**src/rtl/muldiv_pkg.sv**
```systemverilog
package muldiv_pkg;

  typedef enum logic [1:0] {
    ST_IDLE  = 2'd0,
    ST_SETUP = 2'd1,
    ST_ITER  = 2'd2,
    ST_FIX   = 2'd3
  } md_state_e;

  typedef enum logic {
    OP_MUL = 1'b0,
    OP_DIV = 1'b1
  } md_op_e;

endpackage

```
**src/rtl/muldiv_addsub.sv**
```systemverilog
module muldiv_addsub #(
  parameter int W = 32
) (
  input  logic [W:0] x,
  input  logic [W:0] y,
  input  logic       sub,
  output logic [W:0] sum,
  output logic       cout
);
  logic [W+1:0] full;
  logic [W:0]   y_eff;

  always_comb begin
    y_eff = sub ? ~y : y;
    full  = {1'b0, x} + {1'b0, y_eff} + {{(W+1){1'b0}}, sub};
    sum   = full[W:0];
    cout  = full[W+1];
  end
endmodule

```
**src/rtl/muldiv_ctrl.sv**
```systemverilog
module muldiv_ctrl
  import muldiv_pkg::*;
#(
  parameter int W = 32
) (
  input  logic clk,
  input  logic rst_n,
  input  logic req_valid,
  output logic req_ready,
  output logic busy,
  output logic accept,
  output logic in_setup,
  output logic in_iter,
  output logic in_fix,
  output logic done
);
  localparam int CW = (W > 1) ? $clog2(W) : 1;

  md_state_e     state;
  logic [CW-1:0] step_cnt;
  logic          last_step;

  assign last_step = (step_cnt == CW'(W - 1));
  assign busy      = (state != ST_IDLE);
  assign req_ready = (state == ST_IDLE);
  assign accept    = req_valid && (state == ST_IDLE);
  assign in_setup  = (state == ST_SETUP);
  assign in_iter   = (state == ST_ITER);
  assign in_fix    = (state == ST_FIX);

  always_ff @(posedge clk or negedge rst_n) begin
    if (!rst_n) begin
      state    <= ST_IDLE;
      step_cnt <= '0;
      done     <= 1'b0;
    end else begin
      done <= 1'b0;
      unique case (state)
        ST_IDLE:  if (req_valid) state <= ST_SETUP;
        ST_SETUP: begin
          step_cnt <= '0;
          state    <= ST_ITER;
        end
        ST_ITER: begin
          if (last_step) state <= ST_FIX;
          else           step_cnt <= step_cnt + 1'b1;
        end
        ST_FIX: begin
          done  <= 1'b1;
          state <= ST_IDLE;
        end
        default: state <= ST_IDLE;
      endcase
    end
  end

  // no acceptance window while an operation runs
  p_ready_only_idle_r1: assert property (@(posedge clk) disable iff (!rst_n)
    busy |-> !req_ready);

  // done is a single-cycle pulse
  p_done_pulse_r2: assert property (@(posedge clk) disable iff (!rst_n)
    done |=> !done);

  // setup is followed by iteration, sign-fix by done
  p_setup_then_iter_r2: assert property (@(posedge clk) disable iff (!rst_n)
    (state == ST_SETUP) |=> (state == ST_ITER));

  p_fix_then_done_r2: assert property (@(posedge clk) disable iff (!rst_n)
    (state == ST_FIX) |=> (done && !busy));
endmodule

```
**src/rtl/muldiv_dp.sv**
```systemverilog
module muldiv_dp
  import muldiv_pkg::*;
#(
  parameter int W = 32
) (
  input  logic         clk,
  input  logic         rst_n,
  input  logic         accept,
  input  logic         in_setup,
  input  logic         in_iter,
  input  logic         in_fix,
  input  logic         op_in,
  input  logic         sgn_in,
  input  logic [W-1:0] a_in,
  input  logic [W-1:0] b_in,
  output logic [W-1:0] res_hi,
  output logic [W-1:0] res_lo
);
  localparam int PW = 2 * W;

  md_op_e       op_q;
  logic         sgn_q;
  logic [W-1:0] a_q, b_q;
  logic [W-1:0] acc;      // partial product high half / partial remainder
  logic [W-1:0] sr;       // multiplier bits / dividend bits then quotient
  logic [W-1:0] opnd;     // multiplicand or divisor magnitude
  logic         neg_prod, neg_quo, neg_rem;

  logic         a_neg, b_neg;
  logic [W-1:0] mag_a, mag_b;
  logic [W:0]   add_x, add_y, add_sum;
  logic         add_sub, add_cout;
  logic [PW-1:0] prod_raw, prod_fix;

  // operand magnitudes for the setup step
  always_comb begin
    a_neg = sgn_q && a_q[W-1];
    b_neg = sgn_q && b_q[W-1];
    mag_a = a_neg ? (~a_q + 1'b1) : a_q;
    mag_b = b_neg ? (~b_q + 1'b1) : b_q;
  end

  // operand selection for the one shared adder
  always_comb begin
    if (op_q == OP_DIV) begin
      add_x   = {acc, sr[W-1]};
      add_y   = {1'b0, opnd};
      add_sub = 1'b1;
    end else begin
      add_x   = {1'b0, acc};
      add_y   = {1'b0, (sr[0] ? opnd : {W{1'b0}})};
      add_sub = 1'b0;
    end
  end

  muldiv_addsub #(.W(W)) u_addsub (
    .x    (add_x),
    .y    (add_y),
    .sub  (add_sub),
    .sum  (add_sum),
    .cout (add_cout)
  );

  always_comb begin
    prod_raw = {acc, sr};
    prod_fix = neg_prod ? (~prod_raw + 1'b1) : prod_raw;
  end

  always_ff @(posedge clk or negedge rst_n) begin
    if (!rst_n) begin
      op_q     <= OP_MUL;
      sgn_q    <= 1'b0;
      a_q      <= '0;
      b_q      <= '0;
      acc      <= '0;
      sr       <= '0;
      opnd     <= '0;
      neg_prod <= 1'b0;
      neg_quo  <= 1'b0;
      neg_rem  <= 1'b0;
      res_hi   <= '0;
      res_lo   <= '0;
    end else begin
      if (accept) begin
        op_q  <= md_op_e'(op_in);
        sgn_q <= sgn_in;
        a_q   <= a_in;
        b_q   <= b_in;
      end
      if (in_setup) begin
        acc      <= '0;
        sr       <= mag_a;
        opnd     <= mag_b;
        neg_prod <= a_neg ^ b_neg;
        neg_quo  <= (a_neg ^ b_neg) && (b_q != '0);
        neg_rem  <= a_neg;
      end
      if (in_iter) begin
        if (op_q == OP_DIV) begin
          // restoring step: keep the shifted remainder when the subtract borrows
          acc <= add_cout ? add_sum[W-1:0] : add_x[W-1:0];
          sr  <= {sr[W-2:0], add_cout};
        end else begin
          acc <= add_sum[W:1];
          sr  <= {add_sum[0], sr[W-1:1]};
        end
      end
      if (in_fix) begin
        if (op_q == OP_DIV) begin
          res_lo <= neg_quo ? (~sr + 1'b1) : sr;
          res_hi <= neg_rem ? (~acc + 1'b1) : acc;
        end else begin
          res_hi <= prod_fix[PW-1:W];
          res_lo <= prod_fix[W-1:0];
        end
      end
    end
  end

  // a multiply step never carries out of the widened adder
  p_mul_no_carry_r3: assert property (@(posedge clk) disable iff (!rst_n)
    (in_iter && op_q == OP_MUL) |-> !add_cout);

  // after every divide step the partial remainder stays below the divisor
  p_rem_below_divisor_r5: assert property (@(posedge clk) disable iff (!rst_n)
    (in_iter && op_q == OP_DIV && opnd != '0) |=> (acc < opnd));
endmodule

```
**src/rtl/muldiv_seq.sv**
```systemverilog
module muldiv_seq #(
  parameter int WIDTH = 32
) (
  input  logic             clk,
  input  logic             rst_n,
  input  logic             req_valid,
  output logic             req_ready,
  input  logic             req_op,
  input  logic             req_signed,
  input  logic [WIDTH-1:0] req_a,
  input  logic [WIDTH-1:0] req_b,
  output logic             busy,
  output logic             done,
  output logic [WIDTH-1:0] res_hi,
  output logic [WIDTH-1:0] res_lo
);
  logic accept, in_setup, in_iter, in_fix;

  muldiv_ctrl #(.W(WIDTH)) u_ctrl (
    .clk       (clk),
    .rst_n     (rst_n),
    .req_valid (req_valid),
    .req_ready (req_ready),
    .busy      (busy),
    .accept    (accept),
    .in_setup  (in_setup),
    .in_iter   (in_iter),
    .in_fix    (in_fix),
    .done      (done)
  );

  muldiv_dp #(.W(WIDTH)) u_dp (
    .clk      (clk),
    .rst_n    (rst_n),
    .accept   (accept),
    .in_setup (in_setup),
    .in_iter  (in_iter),
    .in_fix   (in_fix),
    .op_in    (req_op),
    .sgn_in   (req_signed),
    .a_in     (req_a),
    .b_in     (req_b),
    .res_hi   (res_hi),
    .res_lo   (res_lo)
  );

  // the result pair only moves together with done
  p_result_hold_r9: assert property (@(posedge clk) disable iff (!rst_n)
    ((res_hi != $past(res_hi)) || (res_lo != $past(res_lo))) |-> done);

  // a new result never appears while still busy
  p_done_not_busy_r2: assert property (@(posedge clk) disable iff (!rst_n)
    done |-> !busy);
endmodule

```
**config.mk**
```make
export PLATFORM = sky130hd
export DESIGN_NAME = muldiv_seq
export DESIGN_NICKNAME = d
export VERILOG_FILES = /design/src/rtl/muldiv_pkg.sv /design/src/rtl/muldiv_addsub.sv /design/src/rtl/muldiv_ctrl.sv /design/src/rtl/muldiv_dp.sv /design/src/rtl/muldiv_seq.sv
export SDC_FILE = /design/constraint.sdc
export NUM_CORES = 1
export LEC_CHECK = 0
export BUFFER_PORTS_ARGS = -buffer_cell sky130_fd_sc_hd__buf_2
export CAP_MARGIN = 25
export CORE_UTILIZATION = 55
export DETAILED_ROUTE_END_ITERATION = 8
export GPL_TIMING_DRIVEN = 0
export PLACE_DENSITY_LB_ADDON = 0.2
export SYNTH_ARGS = -nofsm -noshare
export SYNTH_HDL_FRONTEND = slang
export SYNTH_SLANG_ARGS = --single-unit
```
**constraint.sdc**
```tcl
create_clock -name clk -period 4 [get_ports clk]
set_clock_uncertainty 0.15 [all_clocks]
set_input_delay 0.2 -clock clk [delete_from_list [all_inputs] [get_ports clk]]
set_output_delay 0.2 -clock clk [all_outputs]
set_load 0.005 [all_outputs]
```
### Word-level counts from Yosys, hierarchy flattened

Cells that the tools add are included.

| cells by class | value |
|---|---|
| bitwise gates (word level) | 7 |
| multiply operators | 0 |
| muxes and demuxes | 25 |
| equality and inequality tests | 7 |
| reduce and logical (&&, ||, !) cells | 10 |
| add/subtract/negate cells | 8 |
| order comparisons | 0 |
| div/mod/pow operators | 0 |
| shift operators | 0 |

Operators with widths:

| operator | count |
|---|---|
| 32-bit two-way mux | 15 |
| 32-bit by 1-bit adder with 32-bit output (second input constant) | 4 |
| 32-bit inverter | 4 |
| 33-bit two-way mux | 2 |
| 64-bit by 1-bit adder with 64-bit output (second input constant) | 1 |
| 64-bit two-way mux | 1 |
| 64-bit inverter | 1 |
| 33-bit by 33-bit adder with 34-bit output | 1 |
| 34-bit by 1-bit adder with 34-bit output | 1 |
| 32-bit inverter with 33-bit output | 1 |
| 32-bit nonzero test | 1 |
| 5-bit case mux with 2 select lines | 1 |
| 2-bit case mux with 4 select lines | 1 |
| 5-bit by 1-bit adder with 5-bit output (second input constant) | 1 |
| 5-bit equality test (second input constant) | 1 |
| 5-bit two-way mux | 1 |
| 2-bit equality test (second input constant) | 2 |
| 1-bit logical AND | 4 |
| 2-bit two-way mux | 2 |
| 2-bit != test (second input constant) | 2 |
| 2-bit AND reduction | 2 |
| 2-bit nonzero test | 2 |
| 2-bit by 1-bit equality test with 1-bit output (second input constant) | 1 |
| 2-bit logical NOT | 1 |
| other kinds (3) | 4 |

| storage, ports and cells | value |
|---|---|
| memories | 0 |
| ROM bits | 0 |
| register bits after elaboration | 237 |
| bits in writable memories | 0 |
| latch bits | 0 |
| word-level logic and storage cells | 72 |
| output and inout port bits | 67 |

### Depth between registers and ports, before layout

Gate-level depths: netlist of run 1.

| logic depth | value |
|---|---|
| depth after elaboration | 9 |
| mapped depth | 17 |

### By module

From an unflattened synthesis of run 1, not the netlist that was laid out.

| unflattened totals | value |
|---|---|
| cell total of the unflattened synthesis | 1850 |
| area, all modules | 16368.2 um2 |

Modules (own cells, without submodules):

| module | area an instance (um2) | instances | sequential area each (um2) | cells each |
|---|---|---|---|---|
| muldiv_dp | 13679.4 | 1 | 5730.5 | 1507 |
| muldiv_addsub | 2238.4 | 1 | 0.0 | 305 |
| muldiv_ctrl | 450.4 | 1 | 200.2 | 38 |

### Least setup slack after synthesis of run 1

Ideal clock, no wire load.

| timing | value |
|---|---|
| path kind | register -> register |
| start point | reg u_dp.op_q |
| end point | reg u_dp.acc[30] |
| setup time | 0.110 ns |
| path slack | -0.077 ns |
| arrival | 3.817 ns |
| path buffers | 5 |
| stages on the path, launching flop included | 16 |
| clock period less this slack | 4.077 ns |
| path through | dfrtp_1 buf_2 clkbuf_1 buf_1 clkbuf_1 clkbuf_1 o21ai_0 fa_1 a211oi_1 o211ai_1 nand4b_1 a311oi_1 o41a_1 a31oi_1 nor2_1 o41ai_1 |

| between the ends | value |
|---|---|
| longest elaborated chain between the ends | 8 |

RTL lines:

| element | line | source |
|---|---|---|
| start, declared | muldiv_dp.sv:21 | `md_op_e op_q;` |
| start signal, assigned | muldiv_dp.sv:85 | `op_q <= md_op_e'(op_in);` |
| 32-bit two-way mux | muldiv_dp.sv:45 | `if (op_q == OP_DIV) begin` |
| 32-bit inverter with 33-bit output | muldiv_addsub.sv:14 | `y_eff = sub ? ~y : y;` |
| 33-bit two-way mux | muldiv_addsub.sv:14 |  |
| 33-bit by 33-bit adder with 34-bit output | muldiv_addsub.sv:15 | `full = {1'b0, x} + {1'b0, y_eff} + {{(W+1){1'b0}}, sub};` |
| 34-bit by 1-bit adder with 34-bit output | muldiv_addsub.sv:15 |  |
| 32-bit two-way mux | muldiv_dp.sv:101 | `acc <= add_cout ? add_sum[W-1:0] : add_x[W-1:0];` |
| 32-bit two-way mux * | muldiv_dp.sv:99 | `if (op_q == OP_DIV) begin` |
| 32-bit two-way mux * | muldiv_dp.sv:98 | `if (in_iter) begin` |
| end signal, assigned | muldiv_dp.sv:101 |  |
| end signal, assigned | muldiv_dp.sv:104 | `acc <= add_sum[W:1];` |
| end, declared | muldiv_dp.sv:24 | `logic [W-1:0] acc;` |

Mark *: on every way between the ends. The rest lies on a longest branch, timed or not.
A chain may end at the register's enable or synchronous reset.

### Final worst setup path of run 1

| timing | value |
|---|---|
| start point | reg u_dp.op_q |
| end point | reg u_dp.acc[31] |

Same word-level chain as after synthesis.

==> results.yml, run 1 <==
cells_and_area:
  final_core_util_pct: 67.4
  nets: 2078
  n_fill_cell: 2317
  final_cell_area_um2: 18800
  regArea_um2: 5930
  diodes: 0
  drive_gt1_share_pct: 21.2
  finalNonFillerCells: 2365
  multi_input_area_um2: 9280
  area_growth_syn_to_layout_pct: 20.0
power:
  p_per_area_nw_per_um2: 982
  power_leakage_nw: 7.91
  ir_worst_vdd_mv: 0.496
yosys:
  yosys_warnings: 0
  synth_most_common_cell: "dfrtp_1"
  synth_ff_type: "dfrtp_1"
  synth_compound_area_share_pct: 21.0
  synthMuxAreaShare_pct: 10.2
  yosys-top-cells-count: "237 x dfrtp_1, 197 x nor2_1, 158 x a21oi_1"
  synth.cell_area_um2: 15700
  synthSimpleGateAreaFrac_pct: 14.9
  synthXorXnorAreaFrac_pct: 8.15
  synth_top_family_by_area: "compound AO/OA/AOI/OAI gates"
  synth-edff-count: 0
  synth-seq-area-share_pct: 37.8
  synth_nets: 1850
  syn-instance-count: 1739
  async_flop_share_pct: 100
  synth_area_leader_cell: "dfrtp_1"
  synth_area_leaders: "dfrtp_1 38%, mux2_2 9.9%, xnor2_1 5.4%, a21oi_1 5.0%, nor2_1 4.7%"
  avgSynthCellArea_um2: 9.02
  ys_types: 85
  ys_ff_latch: 237
  netlist.area_leader.share_pct: 37.8
  synth_adder_area_share_pct: 3.40
floorplanning:
  start_util_pct: 56.2
  die_area_um2: 29200
  io_pins: 136
  die_h_um: 171
  rows: 61
  core_um2: 27900
  dieWidth_um: 171
sta:
  slew_headroom_pct: 51.9
  min_period_ns: 3.90
  setup_viol: 0
  worstMarginPinSlew_ns: 0.712
  finalCritPeriodShare_pct: 97.5
  holdWs_ns: 0.0340
  drv_slew: 0
  setup_tns_ns: 0
  hold_viol: 0
  max_freq_ghz: 0.256
global_route:
  grt_use_met1_pct: 47.2
  met3_usage_pct: 4.83
  grt-ovfl-total: 0
  antenna_found_initial: 0
  track_usage_pct: 32.7
  gr-usage-met2_pct: 50.8
  busiest_layer: "met2"
  grt_pass1_wl_um: 74800
  grt_max_degree: 94
  first_global_vias: 13900
clock_tree:
  clk_latency_ns: 0.54
  cts_tree: "yes"
  cts_sinks: 237
  h-tree-depth: 1
  cts_made_buffers: 26
  clockBufferDepth: 3
  cts-root-buf: "clkbuf_16"
  clk_pin_slew_ns: 0.07
drt:
  drc_errors: 0
  wl_per_cell_um: 20.1
  vias: 14500
  drtAntennaViolNets: 0
  drt-pass1-iter-count: 7
  wirelength_um: 47600
  drt-initial-drc-count: 1338
  vias_per_cell: 6.12
critical_path:
  arrival_ns: 4.18
  end_kind: "register"
  startpoint_type: "register"
  path_class: "register to register"
  cp_max_fo: 10
  worstPathRequired_ns: 4.28
hold_path:
  hold_class: "input port to async pin"
placement:
  port-buffer-count: 135
  dpl.hpwl_um: 34400
  postPlaceCellArea_um2: 16900
  gp_congestion: 0.939
  place_inst: 2254
status:
  status: "finished clean"
run:
  maxCapViolations: 0
## power by group
part | switching (mW) | internal, mW | total (mW)
logic | 6.75 | 4.58 | 11.3
clock network | 1.01 | 1.43 | 2.44
registers | 1.16 | 3.57 | 4.73
total | 8.92 | 9.58 | 18.5
## path summary, 6_finish.rpt
kind	startpoint	endpoint	slack (ns)	cells after the start
worst max-delay path	u_dp.op_q	u_dp.acc[31]	0.10	15
worst min-delay path	rst_n	u_dp.res_hi[19]	0.03	2
worst max register to register	u_dp.op_q	u_dp.acc[31]	0.10	15
worst min register to register	u_dp.res_hi[26]	u_dp.res_hi[26]	0.35	1
max in group asynchronous	rst_n	u_dp.opnd[28]	2.46	4
min in group clk	req_b[17]	u_dp.b_q[17]	0.27	3
## layout make-up
cell class	instances	share of cell area (%)
Buffer	116	3.19
Clock buffer	34	3.94
Clock inverter	14	0.684
Inverter	57	1.14
Multi-Input combinational cell	1318	49.3
Sequential cell	237	31.5
Tap cell	378	2.51
Timing Repair Buffer	211	7.77
## repair_timing
item / CTS / global route
gates resized for setup: 59 / 51
setup endpoints to repair: 33 / 32
gates cloned: 0 / 1
pin swaps: 4 / 9
endpoints found under the hold margin: 220 / 0
setup buffers: 2 / 3
hold buffers: 68 / 0
## routing by layer
metal | share of wire (%) | wire, um
met1 | 45 | 21400
met2 | 44 | 21100
met3 | 7.7 | 3680
met4 | 2.8 | 1340
met5 | 0 | 0
## cell families (layout without fill, tap and decap cells)
group / after synthesis / in the layout
fa+ha+maj: 42 / 42
mux: 142 / 142
simple gates: 480 / 480
flops: 237 / 237
compound gates: 508 / 508
buf+inv: 184 / 432
xor+xnor: 146 / 146
## placed cells by master, fill, tap and decap left out, drive strengths merged, types with 27 or more instances in the layout
cell / n
a21oi: 158
xor2: 49
dlygate4sd3: 68
o2bb2ai: 27
o221ai: 27
xnor2: 97
dfrtp: 237
nor2: 197
ha: 41
o211ai: 66
mux2: 138
nor3: 28
buf: 169
o21ai: 98
nand2: 113
inv: 57
clkbuf: 124
## through the flow
step                setup slack [ns]  total power, mW
floorplan                     0.0286             12.1
global route                 -0.0172             19.8
global placement               -1.61             14.9
finish                         0.101             18.5
CTS                         0.000806             18.0
detailed placement             -1.47             15.1
## registers in the layout (all words and copies together), names as in the netlist
name             flops
u_dp.neg_quo         1
u_dp.acc            32
u_dp.sr             32
u_dp.neg_rem         1
u_dp.a_q            32
u_dp.sgn_q           1
u_ctrl.done          1
u_dp.op_q            1
u_dp.neg_prod        1
u_dp.b_q            32
u_ctrl.step_cnt      5
u_dp.res_hi         32
u_dp.res_lo         32
u_dp.opnd           32
u_ctrl.state         2
## worst max-delay path, stage by stage (launching register included)
cell       delay [ns]
dfrtp_1          0.38
buf_6            0.15
buf_12           0.15
buf_8            0.15
nor2_4           0.25
buf_6            0.17
mux2_2           0.18
ha_2             0.33
a21oi_1          0.27
o31ai_4          0.15
a211oi_2         0.28
nor3_1           0.12
or4b_1           0.52
o2111ai_1        0.16
o21ai_1          0.12
a32o_1           0.26
No activity file was read; power rests on OpenSTA's default activity.
==> run 2, diff against run 1 <==
--- a/config.mk
+++ b/config.mk
@@ -7,7 +7,7 @@
 export LEC_CHECK = 0
 export BUFFER_PORTS_ARGS = -buffer_cell sky130_fd_sc_hd__buf_2
 export CAP_MARGIN = 25
-export CORE_UTILIZATION = 55
+export CORE_UTILIZATION = 40
 export DETAILED_ROUTE_END_ITERATION = 8
 export GPL_TIMING_DRIVEN = 0
 export PLACE_DENSITY_LB_ADDON = 0.2
==> results.yml, run 2 (same netlist as run 1, synthesis figures left out) <==
status:
  status: "finished clean"
cells_and_area:
  nets: 2083
  area_growth_syn_to_layout_pct: 21.3
  final_cell_area_um2: 19000
  drive_gt1_share_pct: 21.1
  finalNonFillerCells: 2513
  n_fill_cell: 3651
  mostFrequentLayoutCells: "237 x dfrtp_1, 195 x nor2_1, 153 x a21oi_1"
  regArea_um2: 5930
  diodes: 0
  final_common_cell: "dfrtp_1"
  final_core_util_pct: 49.3
  multi_input_area_um2: 9240
critical_path:
  r2r_cells: 15
  r2r_end: "u_dp.acc[21]"
  startpoint_type: "register"
  rr_startpoint: "u_dp.op_q"
  cpMaxStageDelayCell: "dfrtp_1"
  path_class: "register to register"
  arrival_ns: 4.18
  critPathTopFamily: "compound AO/OA/AOI/OAI gates"
  worstPathRequired_ns: 4.34
  crit_chain: "buf_6 > buf_6 > clkbuf_4 > clkbuf_8 > nand2_1 > o21ai_1 > fa_2 > a211oi_2 > o211ai_1 > nand4b_1 > and3_1 > o21ai_0 > xor2_1 > o221ai_1 > o2bb2ai_1"
  crit_buf_inv: 4
  critPathMaxStageDelay_ns: 0.34
  r2r_slack_ns: 0.16
  timing.critical_path.mode_cell: "buf_6"
  end_kind: "register"
  cp_max_fo: 17
power:
  ir_worst_vdd_mv: 0.419
  p_per_area_nw_per_um2: 973
  total_power_mw: 18.5
  power_leakage_nw: 7.94
global_route:
  track_usage_pct: 24.8
  grt-ovfl-total: 0
  first_global_vias: 13500
  grt_pass1_wl_um: 77100
  grt_max_degree: 111
  antenna_found_initial: 0
clock_tree:
  cts_made_buffers: 29
  cts_sinks: 237
  h-tree-depth: 1
  cts_tree: "yes"
  clk_pin_slew_ns: 0.06
  clk_latency_ns: 0.57
  cts-root-buf: "clkbuf_16"
  clockBufferDepth: 3
hold_path:
  min_path_cells: 3
  hold_path_startpoint: "req_b[8]"
  hold_class: "input port to register"
  hold_end: "u_dp.b_q[8]"
drt:
  drc_errors: 0
  wl_per_cell_um: 19.5
  drtAntennaViolNets: 0
  wirelength_um: 49100
  vias_per_cell: 5.59
  drt-pass1-iter-count: 6
  drt-initial-drc-count: 928
  vias: 14000
sta:
  setup_viol: 0
  slew_headroom_pct: 47.4
  rsz0062_at_grt: "false"
  finalCritPeriodShare_pct: 95.9
  max_freq_ghz: 0.261
  worstMarginPinSlew_ns: 0.786
  drv_slew: 0
  hold_viol: 0
  min_period_ns: 3.84
floorplanning:
  dieWidth_um: 200
  io_pins: 136
  die_h_um: 200
  rows: 72
  die_area_um2: 40000
  start_util_pct: 40.6
  core_um2: 38600
placement:
  gp_congestion: 0.904
  place_inst: 2394
  dpl.hpwl_um: 37400
  port-buffer-count: 135
  postPlaceCellArea_um2: 17100
run:
  maxCapViolations: 0
[run 2: changes by cell type in the layout (fill, tap and decap cells not counted), sizes merged]
cell         before  now
buf             169  167
clkbuf          124  133
clkinv           10    8
clkinvlp          2    1
dlygate4sd3      68   70
inv              57   59
[run 2: stage by stage]
| stage | setup TNS (ns) | setup slack, ns | hold slack [ns] |
|---|---|---|---|
| floorplan | 0 | 0.0286 | -0.246 |
| global placement | -437.79 | -1.73 | 0.282 |
| detailed placement | -40.39 | -1.49 | 0.0125 |
| CTS | 0 | 0.0153 | 0.246 |
| global route | 0 | 0.0119 | 0.254 |
| finish | 0 | 0.164 | 0.262 |
[run 2: cell type report]
class                      count  share of cell area, %
tap                          518                   3.40
buffer                       115                   2.91
clock buffer                  41                   4.36
multi-input combinational   1318                   48.5
sequential                   237                   31.2
clock inverter                13                  0.657
inverter                      57                   1.12
timing repair buffer         214                   7.85
[run 2: power by group]
| group | switching [mW] | internal (mW) | total [mW] | leakage, nW |
|---|---|---|---|---|
| Clock | 1.05 | 1.57 | 2.62 | 0.476 |
| Sequential | 1.13 | 3.57 | 4.71 | 2.83 |
| Combinational | 6.70 | 4.50 | 11.2 | 4.63 |
| Total | 8.88 | 9.64 | 18.5 | 7.94 |
[run 2: worst max-delay path by stage]
| stage | cells after the start | slack (ns) | start | to |
|---|---|---|---|---|
| after floorplan | 15 | 0.03 | u_dp.op_q | u_dp.acc[30] |
| after global placement | 1 | -1.73 | rst_n | u_dp.b_q[23] |
| after detailed placement | 15 | -1.49 | u_dp.op_q | u_dp.acc[30] |
| after CTS | 15 | 0.02 | u_dp.op_q | u_dp.acc[30] |
| after global routing | 15 | 0.01 | u_dp.op_q | u_dp.acc[11] |
| final | 15 | 0.16 | u_dp.op_q | u_dp.acc[21] |
[run 2: worst min-delay path, delay by kind of cell]
| family | cells | cell delay, ns |
|---|---|---|
| buffers and inverters | 2 | 0.60 |
| muxes | 1 | 0.12 |
[run 2: timing repair]
item,CTS,global route
resized for setup,63,20
setup endpoints to repair,33,32
buffers inserted,7,0
pin swaps,9,4
hold buffers,70,0
hold endpoints to repair,195,0
[run 2: routing by layer]
metal | part of all wire [%] | vias to the layer above | GRT usage [%]
met5 | 0 | - | 0
met4 | 1.7 | 0 | 4.47
met3 | 5.4 | 53 | 3.58
met2 | 44 | 424 | 38.4
met1 | 48 | 6776 | 36.8
li1 | - | 6786 | -
